==> config.mk <==
export PLATFORM = sky130hd
export DESIGN_NAME = oc_channel
export DESIGN_NICKNAME = d
export VERILOG_FILES = /design/src/rtl/oc_pkg.sv /design/src/rtl/oc_cfg_regs.sv /design/src/rtl/oc_cmp_store.sv /design/src/rtl/oc_match_det.sv /design/src/rtl/oc_ref_gen.sv /design/src/rtl/oc_channel.sv
export SDC_FILE = /design/constraint.sdc
export NUM_CORES = 1
export LEC_CHECK = 0
export CORE_ASPECT_RATIO = 1.4
export CORE_UTILIZATION = 53
export DETAILED_ROUTE_END_ITERATION = 8
export PLACE_DENSITY = 0.91
export RECOVER_POWER = 50
export SETUP_SLACK_MARGIN = 0.2
export SYNTH_ARGS = -nofsm -noshare
export SYNTH_HDL_FRONTEND = slang
export SYNTH_SLANG_ARGS = --single-unit
export TNS_END_PERCENT = 30
==> constraint.sdc <==
create_clock -name clk -period 3.95 [get_ports clk]
set_input_delay 0.79 -clock clk [delete_from_list [all_inputs] [get_ports clk]]
set_output_delay 0.79 -clock clk [all_outputs]
set_load 0.1 [all_outputs]
==> src/rtl/oc_pkg.sv <==
package oc_pkg;

    typedef enum logic [2:0] {
        OC_HOLD   = 3'b000,
        OC_SET    = 3'b001,
        OC_CLR    = 3'b010,
        OC_INV    = 3'b011,
        OC_LOW    = 3'b100,
        OC_HIGH   = 3'b101,
        OC_PWM_LT = 3'b110,
        OC_PWM_GT = 3'b111
    } oc_mode_e;

    typedef struct packed {
        oc_mode_e mode;
        logic     preload;
        logic     fast;
    } oc_cfg_t;

    // level: a hit exists this cycle; first: the hit starts this cycle
    typedef struct packed {
        logic level;
        logic first;
    } oc_hit_t;

    function automatic logic oc_ref_next(
        input oc_mode_e mode,
        input logic     cur,
        input oc_hit_t  hit,
        input logic     lt,
        input logic     gt
    );
        logic nxt;
        case (mode)
            OC_HOLD:   nxt = cur;
            OC_SET:    nxt = hit.level ? 1'b1 : cur;
            OC_CLR:    nxt = hit.level ? 1'b0 : cur;
            OC_INV:    nxt = hit.first ? ~cur : cur;
            OC_LOW:    nxt = 1'b0;
            OC_HIGH:   nxt = 1'b1;
            OC_PWM_LT: nxt = lt;
            OC_PWM_GT: nxt = gt;
            default:   nxt = cur;
        endcase
        return nxt;
    endfunction

endpackage

==> src/rtl/oc_cfg_regs.sv <==
module oc_cfg_regs
    import oc_pkg::*;
(
    input  logic       clk,
    input  logic       rst,
    input  logic       wr,
    input  logic [2:0] wr_mode,
    input  logic       wr_preload,
    input  logic       wr_fast,
    input  logic       lock,
    output oc_cfg_t    cfg
);
    oc_cfg_t cfg_q;

    always_ff @(posedge clk) begin
        if (rst) begin
            cfg_q.mode    <= OC_HOLD;
            cfg_q.preload <= 1'b0;
            cfg_q.fast    <= 1'b0;
        end else if (wr) begin
            cfg_q.fast <= wr_fast;
            if (!lock) begin
                cfg_q.mode    <= oc_mode_e'(wr_mode);
                cfg_q.preload <= wr_preload;
            end
        end
    end

    assign cfg = cfg_q;
endmodule

==> src/rtl/oc_cmp_store.sv <==
module oc_cmp_store #(
    parameter int W = 16
) (
    input  logic         clk,
    input  logic         rst,
    input  logic         wr,
    input  logic [W-1:0] wdata,
    input  logic         upd,
    input  logic         preload,
    output logic [W-1:0] active
);
    logic [W-1:0] shadow_q;
    logic [W-1:0] active_q;
    logic [W-1:0] commit_val;

    assign commit_val = wr ? wdata : shadow_q;

    always_ff @(posedge clk) begin
        if (rst) begin
            shadow_q <= '0;
            active_q <= '0;
        end else begin
            if (wr) shadow_q <= wdata;
            if (wr && !preload) active_q <= wdata;
            else if (upd)       active_q <= commit_val;
        end
    end

    assign active = active_q;
endmodule

==> src/rtl/oc_match_det.sv <==
module oc_match_det
    import oc_pkg::*;
#(
    parameter int W = 16
) (
    input  logic         clk,
    input  logic         rst,
    input  logic [W-1:0] cnt,
    input  logic [W-1:0] cmp,
    input  logic         trig,
    input  logic         fast,
    output oc_hit_t      hit,
    output logic         lt,
    output logic         gt
);
    logic eq;
    logic eq_q;
    logic fast_hit;

    assign eq       = (cnt == cmp);
    assign lt       = (cnt < cmp);
    assign gt       = (cnt > cmp);
    assign fast_hit = trig & fast;

    always_ff @(posedge clk) begin
        if (rst) eq_q <= 1'b0;
        else     eq_q <= eq;
    end

    assign hit.level = eq | fast_hit;
    assign hit.first = (eq & ~eq_q) | fast_hit;
endmodule

==> src/rtl/oc_ref_gen.sv <==
module oc_ref_gen
    import oc_pkg::*;
(
    input  logic     clk,
    input  logic     rst,
    input  oc_mode_e mode,
    input  oc_hit_t  hit,
    input  logic     lt,
    input  logic     gt,
    output logic     ref_o
);
    logic ref_q;

    always_ff @(posedge clk) begin
        if (rst) ref_q <= 1'b0;
        else     ref_q <= oc_ref_next(mode, ref_q, hit, lt, gt);
    end

    assign ref_o = ref_q;
endmodule

==> src/rtl/oc_channel.sv <==
module oc_channel
    import oc_pkg::*;
#(
    parameter int W = 16
) (
    input  logic         clk,
    input  logic         rst,
    input  logic [W-1:0] cnt_i,
    input  logic         upd_i,
    input  logic         trig_i,
    input  logic         cmp_wr_i,
    input  logic [W-1:0] cmp_wdata_i,
    input  logic         ctl_wr_i,
    input  logic [2:0]   ctl_mode_i,
    input  logic         ctl_preload_i,
    input  logic         ctl_fast_i,
    input  logic         prot_lock_i,
    output logic         oc_ref_o
);
    oc_cfg_t      cfg;
    oc_hit_t      hit;
    logic [W-1:0] cmp_act;
    logic         cmp_lt;
    logic         cmp_gt;
    logic [2:0]   mode_bits;
    logic         preload_bit;

    assign mode_bits   = cfg.mode;
    assign preload_bit = cfg.preload;

    oc_cfg_regs u_cfg (
        .clk        (clk),
        .rst        (rst),
        .wr         (ctl_wr_i),
        .wr_mode    (ctl_mode_i),
        .wr_preload (ctl_preload_i),
        .wr_fast    (ctl_fast_i),
        .lock       (prot_lock_i),
        .cfg        (cfg)
    );

    oc_cmp_store #(.W(W)) u_cmp (
        .clk     (clk),
        .rst     (rst),
        .wr      (cmp_wr_i),
        .wdata   (cmp_wdata_i),
        .upd     (upd_i),
        .preload (cfg.preload),
        .active  (cmp_act)
    );

    oc_match_det #(.W(W)) u_match (
        .clk  (clk),
        .rst  (rst),
        .cnt  (cnt_i),
        .cmp  (cmp_act),
        .trig (trig_i),
        .fast (cfg.fast),
        .hit  (hit),
        .lt   (cmp_lt),
        .gt   (cmp_gt)
    );

    oc_ref_gen u_ref (
        .clk   (clk),
        .rst   (rst),
        .mode  (cfg.mode),
        .hit   (hit),
        .lt    (cmp_lt),
        .gt    (cmp_gt),
        .ref_o (oc_ref_o)
    );
endmodule

==> results list, run 1 <==
* Outcome: completed
- The worst setup path is launched from a flip-flop.
- Max stage delay cell, worst path: sky130_fd_sc_hd__clkdlybuf4s50_1
- Worst vdd ir: 0.000366 V
- Setup repair after global routing left no endpoint under its margin.
- Data arrival time of the worst path: 1.82 ns
- Clock sink count: 39
- After detailed routing, the average wire length per cell comes to 14.1 um.
* Cell count after synthesis: 202
* Final Max Slew Viols: 0
- Setup violations remaining at the end of the flow were counted as 0.
* Placeable core region: 3380 um2
* Power Density: 395 nW/um2
- Once placement completed, the tool counted placed cells totaling 278.
- Grouping stages by cell kind, the critical path spends the most delay in buffers and inverters.
- Mean instance size in the synthesized netlist: 9.29 um2
- After synthesis, the share of flip-flops with an asynchronous set or reset is 0%.
* Most frequent standard cell in the layout excluding fill and tap cells: sky130_fd_sc_hd__clkdlybuf4s50_1
* Number of buffers inserted by port buffering: 44
- The clock passes through at most 2 buffers.
- The first global-routing pass estimated 6.49 mm of wire.
- Final Instance Count excl. Fillers: 286
* Least-Margin Pin Slew: 0.957 ns
- For the worst setup path, the data required time is 3.16 ns.
- Number of filler instances in the final layout: 259
* Synth-to-Final Area Change: 30.9%
- Number of nets with antenna violations after detailed routing: 0
* Total count of hold-check failures in the final report: 0
- The synthesized design contains 0 enable-type register cells.
- Number of hold buffers added after cts: 0
- Highest-count cells in the layout ignoring fill and taps: 41 x sky130_fd_sc_hd__clkdlybuf4s50_1, 40 x sky130_fd_sc_hd__nor2_1, 39 x sky130_fd_sc_hd__dfxtp_1
- Setup slack closes at 1.34 ns.
* Number of levels the H-tree was split into: 2
- Total GRT Usage: 23.9%
- WL final: 4.03 mm
- Via total after detailed routing: 1,544
- Post-synth design cell area: 1880 um2
- Critical path endpoint category: primary output
- 0 antenna diodes ended up in the layout.
- Ordered list of cells on the worst path: clkdlybuf4s50_1
* Worst-path fanout max: 4
- Sum of negative setup slack: 0 ns
* Number of warnings printed during yosys synthesis: 0
* Fraction of layout instances using a drive strength above 1: 6.10%
- Final worst path period share: 66.0%
- The root buffer cell chosen for the clock tree is sky130_fd_sc_hd__clkbuf_8.
- Gr ovfl total: 0
- The initialized floorplan defines 25 standard-cell rows.
- From bottom edge to top edge, the die measures 72.4 um.
- After clock tree synthesis, the repair step resized 0 gates.
* Class of the tightest hold or removal check: reg2reg
* Bufs and invs on worst path: 1
* Pin count of the biggest net entering global routing: 33
* Leakage component of the power: 1.02 nW
* Die area: 3790 um2
- Based on the critical path, the design can be clocked at up to 0.384 GHz.
* Number of violations reported at the end of detailed-routing iteration 0: 14
- After clock tree synthesis, the setup repair step added 0 buffers.
- The floorplan step set the die width to 52.3 um.
- Nets in the synthesized netlist: 262
- Max_cap viols: 0
* First drt pass iteration count: 4
- Synthesis inferred 39 register bits.
- Clock latency reported for the late side of the worst-skew pair: 0.30 ns
- Crit path kind: reg2out
* Delay of the slowest cell on the worst path: 1.14 ns
- TritonCTS built the clock tree.
- The clock arrives with 0.00380 ns of skew.
- Counting the buffers created by CTS gives 5.
* Share of the core filled with cells in the final layout: 72.7%
* Most common flop cell mapped by yosys: sky130_fd_sc_hd__dfxtp_1
- Yosys cell types: 33
* HPWL after detailed placement: 3.00 mm
- The initial antenna violation count came to 0.
- For this run, the register share of the synthesized area comes to 41.6%.
* Post-route DRC violation count: 0
- At the placement stage, the worst setup path has a slack of 1.13 ns.
- Average via count per standard cell: 5.40
- Global placement routability congestion: 0.789
- Tmin final: 2.61 ns
- Initial core utilization: 55.6%
- Measured against its own limit, the worst slew margin works out to 36.0%.
* CTS clk-pin slew, worst paths: 0.08 ns
* Vias in the first global route: 1,560
* Top-Level Pins: 45
* # nets final: 305
-- synth_stat cells (all sizes together), types with 3 or more instances --
library cell	number	area, um2
ha	16	200
a211oi	16	120
mux2i	19	190
clkbuf	6	22.5
dfxtp	39	781
nand4	4	61.3
nand2	3	11.3
buf	4	17.5
nor2	40	150
a21oi	12	63.8
inv	18	67.6
-- state kept, by name, summed over array words and instances, names as in the netlist --
| name | cells |
|---|---|
| u_cfg.cfg | 5 |
| u_cmp.active | 16 |
| u_cmp.shadow_q | 16 |
| u_match.eq_q | 1 |
| u_ref.ref_o | 1 |
-- area by class of cell --
cell class                      instances  area (um2)  area share [%]
Timing Repair Buffer                   46         452            18.4
Tap cell                               40        50.0            2.04
Clock buffer                            6        82.6            3.36
Multi-Input combinational cell        135         988            40.2
Clock inverter                          2        35.0            1.43
Sequential cell                        39         781            31.8
Inverter                               18        67.6            2.75
-- report_power, final --
group / internal [mW] / total [mW] / switching, mW
Combinational: 0.0933 / 0.188 / 0.0949
Sequential: 0.420 / 0.434 / 0.0137
Clock: 0.204 / 0.348 / 0.143
-- worst paths after layout --
kind,startpoint,endpoint,slack (ns),cells past startpoint
max,u_ref.ref_o$_SDFFE_PP0P_,oc_ref_o,1.34,1
max reg2reg,u_cmp.active[14]$_SDFFE_PP0P_,u_ref.ref_o$_SDFFE_PP0P_,2.00,7
min,u_cmp.shadow_q[12]$_SDFF_PP0_,u_cmp.shadow_q[12]$_SDFF_PP0_,0.50,2
min reg2reg,u_cmp.shadow_q[12]$_SDFF_PP0_,u_cmp.shadow_q[12]$_SDFF_PP0_,0.50,2
-- per-layer routing --
layer | vias to the layer above | global-route usage (%) | share of wire, %
li1 | 791 | - | -
met1 | 700 | 23.8 | 40
met2 | 42 | 43.0 | 53
met3 | 11 | 6.92 | 4.2
met4 | 0 | 12.6 | 3.2
met5 | - | 0 | 0
-- through the flow --
| step | hold slack (ns) | total power [mW] | cell area (um2) |
|---|---|---|---|
| 2_1_floorplan | 0.456 | 0.558 | 1880 |
| 3_3_place_gp | 0.470 | 0.621 | 2340 |
| 3_5_place_dp | 0.481 | 0.630 | 2340 |
| 4_1_cts | 0.500 | 0.977 | 2460 |
| 5_1_grt | 0.522 | 1.01 | 2460 |
| 6_report | 0.498 | 0.970 | 2460 |
-- kinds of logic (layout without fill, tap and decap cells) --
| family | Yosys count | count (layout) | share of synthesized area [%] |
|---|---|---|---|
| AO/OA/AOI/OAI | 40 | 40 | 14.9 |
| AND/OR/NAND/NOR | 60 | 60 | 17.0 |
| buffers and inverters | 28 | 72 | 5.73 |
| multiplexers | 19 | 19 | 10.1 |
| flip-flops | 39 | 39 | 41.6 |
| adder cells (fa/ha/maj) | 16 | 16 | 10.7 |
-- worst reg2reg max path, delay by kind of cell (launching register included) --
kind / cells / cell delay [ns]
AND/OR/NAND/NOR: 2 / 0.46
AO/OA/AOI/OAI: 3 / 0.71
adder cells (fa/ha/maj): 1 / 0.33
buffers and inverters: 1 / 0.04
flip-flops: 1 / 0.33
(Power assumes the default switching activity.)
==> run 2, diff against run 1 <==
--- a/config.mk
+++ b/config.mk
@@ -6,9 +6,9 @@
 export NUM_CORES = 1
 export LEC_CHECK = 0
 export CORE_ASPECT_RATIO = 1.4
-export CORE_UTILIZATION = 53
+export CORE_UTILIZATION = 44
 export DETAILED_ROUTE_END_ITERATION = 8
-export PLACE_DENSITY = 0.91
+export PLACE_DENSITY = 0.81
 export RECOVER_POWER = 50
 export SETUP_SLACK_MARGIN = 0.2
 export SYNTH_ARGS = -nofsm -noshare
==> constraint.sdc (replaced) <==
create_clock -name clk -period 2.1 [get_ports clk]
set_input_delay 0.42 -clock clk [delete_from_list [all_inputs] [get_ports clk]]
set_output_delay 0.42 -clock clk [all_outputs]
set_load 0.1 [all_outputs]
==> run 2 against run 1 <==
The run now ends with DRC left; non-clock buffer count is 15 higher; sequential power is 89% higher; worst setup slack worse by 1.1 ns; clock skew hardly changed; count of clock-buffer cells in the layout stayed put; wire length is 15% higher; clock power is 110% higher.
==> results list, run 2 (synthesis gave the netlist of run 1 again) <==
- Average detailed-routed wire length per instance: 15.2 um (+8.0%)
- WL final: 4.62 mm (+15%)
* First drt pass iteration count: 6 (+2)
* Violated checks: DRC
* Delay of the slowest cell on the worst path: 0.36 ns (-0.78 ns)
- The initial antenna violation count is 0 (unchanged).
- Final worst path period share: 90.2%
- TritonCTS built the clock tree.
- Number of placed cells counting well taps: 288 (+3.6%)
* Clock sink count: 39 (unchanged)
- Worst-path fanout max: 3 (-1)
- The worst setup path is captured at a flip-flop.
- The overall die area was 4530 um2 (+20%).
- Clock latency reported for the late side of the worst-skew pair: 0.29 ns (about the same)
- The overflow left after global routing came to 0 (unchanged).
* Global placement routability congestion: 0.794 (+0.60%)
- The maximum clock path buffer count came to 2 (unchanged).
- The final number of max-transition violations was 0 (unchanged).
- The critical path data required time came to 2.26 ns (-0.90 ns).
- Total GRT Usage: 20.3% (-3.6 points)
- Fraction of power consumed by the clock network: 36.6% (+0.8 points)
- CTS Buf Count: 5 (unchanged)
- The wire length of the first global-routing pass is 7.04 mm (+8.5%).
- The total buffers and inverters traversed by the critical path is 1 (unchanged).
- Ordered list of cells on the worst path: dlygate4sd2_1 -> ha_4 -> a21oi_1 -> nand2_1 -> a221o_1 -> o31ai_1 -> o211ai_1
* Top-Level Pins: 45 (unchanged)
- Die Wd: 57.2 um (+9.4%)
- The post-layout utilization of the core was 69.6% (-3.1 points).
- Number of antenna cells inserted: 0 (unchanged)
- The total power density per cell area was 719 nW/um2 (+82%).
- Max_cap viols: 0 (unchanged)
* Class of the tightest hold or removal check: reg2reg
- The starting utilization of the core area was 46.7% (-8.9 points).
- Outcome: complete, but fails checks
- The critical path in this run is classified as in2reg.
* Setup slack after placement: -0.353 ns (-1.49 ns)
- Setup skew after layout: 0.00372 ns (-0.0000812 ns)
- Setup repair after global routing missed its margin: yes
- The switching power of the nets was 0.506 mW (+100%).
- Highest-count cells in the layout ignoring fill and taps: 40 x sky130_fd_sc_hd__nor2_1, 30 x sky130_fd_sc_hd__dfxtp_1, 26 x sky130_fd_sc_hd__clkdlybuf4s50_1
- Relative slew slack: 47.2% (+11 points)
- The worst path in the final design needs a cycle of 1.89 ns, including I/O delays and setup.
- CTS clk-pin slew, worst paths: 0.08 ns (about the same)
- Derived from the worst setup path, the maximum achievable clock frequency is 0.528 GHz.
* Max stage delay cell, worst path: sky130_fd_sc_hd__a221o_1
- Data arrival time of the worst path: 2.06 ns (+0.24 ns)
* Leakage component of the power: 1.16 nW (+13%)
- Reg-to-reg setup timing slack: 0.21 ns (-1.79 ns)
- Leaving out fill and tap cells, the most frequent cell in the layout is sky130_fd_sc_hd__nor2_1.
- Minimum setup slack in the final design: 0.207 ns (-1.14 ns)
- Worst Hold Margin: 0.493 ns (-0.00479 ns)
- The number of DRC violations after detailed-routing iteration 0 is 59 (+45).
- Number of nets with antenna violations after detailed routing: 0 (unchanged)
- The final HPWL from detailed placement was 2.84 mm (-5.3%).
- Number of buffers inserted by port buffering: 44 (unchanged)
- # nets final: 320 (+4.9%)
- Vias in the first global route: 1,559 (-0.064%)
* Sum of internal, switching and leakage power: 2.01 mW (+110%)
* Relative contribution of combinational cells to total power: 22.6% (+3.2 points)
* Site Rows: 27 (+8.0%)
* Fraction of power consumed by sequential logic: 40.9% (-3.8 points)
- Worst vdd ir: 0.000503 V (+37%)
- Chip Height: 79.3 um (+9.5%)
- The final routed DRC violation total was 4 (+4).
- Final Instance Count excl. Fillers: 304 (+6.3%)
* Placeable core region: 4020 um2 (+19%)
* Cell family with most CP delay: compound AO/OA/AOI/OAI gates
- Via total after detailed routing: 1,644 (+6.5%)
- The number of setup violations in the final report came to 0 (unchanged).
- The via-per-instance ratio came to 5.41 (+0.17%).
* Pin count of the biggest net entering global routing: 40 (+21%)
- Switching part of the total: 25.2% (-0.78 points)
- The root buffer cell chosen for the clock tree is sky130_fd_sc_hd__clkbuf_8.
* Cell-internal power: 1.50 mW (+110%)
- The count of final hold-check violations came to 0 (unchanged).
* Synth-to-Final Area Change: 49.0%
- Fraction of layout instances using a drive strength above 1: 23.8% (+18 points)
* Least-Margin Pin Slew: 0.792 ns (-0.165 ns)
- Worst Setup Start Kind: input port
- Number of levels the H-tree was split into: 2 (unchanged)
[run 2: changes by cell type in the layout (fill, tap and decap cells not counted), moves of 6 or more]
cell	delta
sky130_fd_sc_hd__ha_4	+14
sky130_fd_sc_hd__inv_2	+6
sky130_fd_sc_hd__inv_1	-6
sky130_fd_sc_hd__dfxtp_2	+9
sky130_fd_sc_hd__dlygate4sd2_1	+10
sky130_fd_sc_hd__buf_4	+14
sky130_fd_sc_hd__clkdlybuf4s50_1	-15
sky130_fd_sc_hd__dfxtp_1	-9
sky130_fd_sc_hd__ha_1	-14
[run 2: power by group through the flow]
| stage | Sequential, mW | Clock [mW] | Combinational [mW] |
|---|---|---|---|
| 2_1_floorplan | 0.848 | 0 | 0.202 |
| 3_3_place_gp | 0.830 | 0 | 0.357 |
| 3_5_place_dp | 0.832 | 0 | 0.367 |
| 4_1_cts | 0.816 | 0.744 | 0.417 |
| 5_1_grt | 0.826 | 0.786 | 0.489 |
| 6_report | 0.821 | 0.735 | 0.454 |
[run 2: final cells by class]
class	count	area (um2)
clock buffer	6	72.6
fill	289	1220
multi-input combinational	135	1180
clock inverter	2	60.1
tap	43	53.8
timing repair buffer	61	568
sequential	39	792
inverter	18	67.6
[run 2: per-layer routing]
metal  GRT usage, %  vias up  part of all wire, %
li1               -      825                    -
met1           23.4      762                   42
met2           36.9       46                   53
met3           4.07       11                  3.8
met4           6.59        0                  1.6
met5              0        -                    0
[run 2: timing repair]
item,4_1_cts,5_1_grt
hold endpoints to repair,0,0
endpoints found under the setup margin,1,1
gates resized for setup,28,25
gates cloned,0,0
setup buffers,3,5
hold buffers,0,0
pin swaps,11,16
[run 2: final timing paths]
check	start	to	depth (start not counted)
min reg2reg	u_cmp.shadow_q[3]$_SDFF_PP0_	u_cmp.shadow_q[3]$_SDFF_PP0_	2
min	u_cmp.shadow_q[3]$_SDFF_PP0_	u_cmp.shadow_q[3]$_SDFF_PP0_	2
max	cnt_i[14]	u_ref.ref_o$_SDFFE_PP0P_	7
max reg2reg	u_cmp.active[14]$_SDFFE_PP0P_	u_ref.ref_o$_SDFFE_PP0P_	7
[run 2: through the flow]
| step | instance area, um2 | TNS (ns) |
|---|---|---|
| 2_1_floorplan | 1880 | 0 |
| 3_3_place_gp | 2410 | -0.276 |
| 3_5_place_dp | 2410 | -0.353 |
| 4_1_cts | 2710 | 0 |
| 5_1_grt | 2800 | 0 |
| 6_report | 2800 | 0 |
[run 2: worst register-to-register path: cells and delay by family (launching register included)]
family          cells  cell delay, ns
buf+inv             1            0.05
fa+ha+maj           1            0.25
simple gates        1            0.09
flops               1            0.34
compound gates      4            1.05
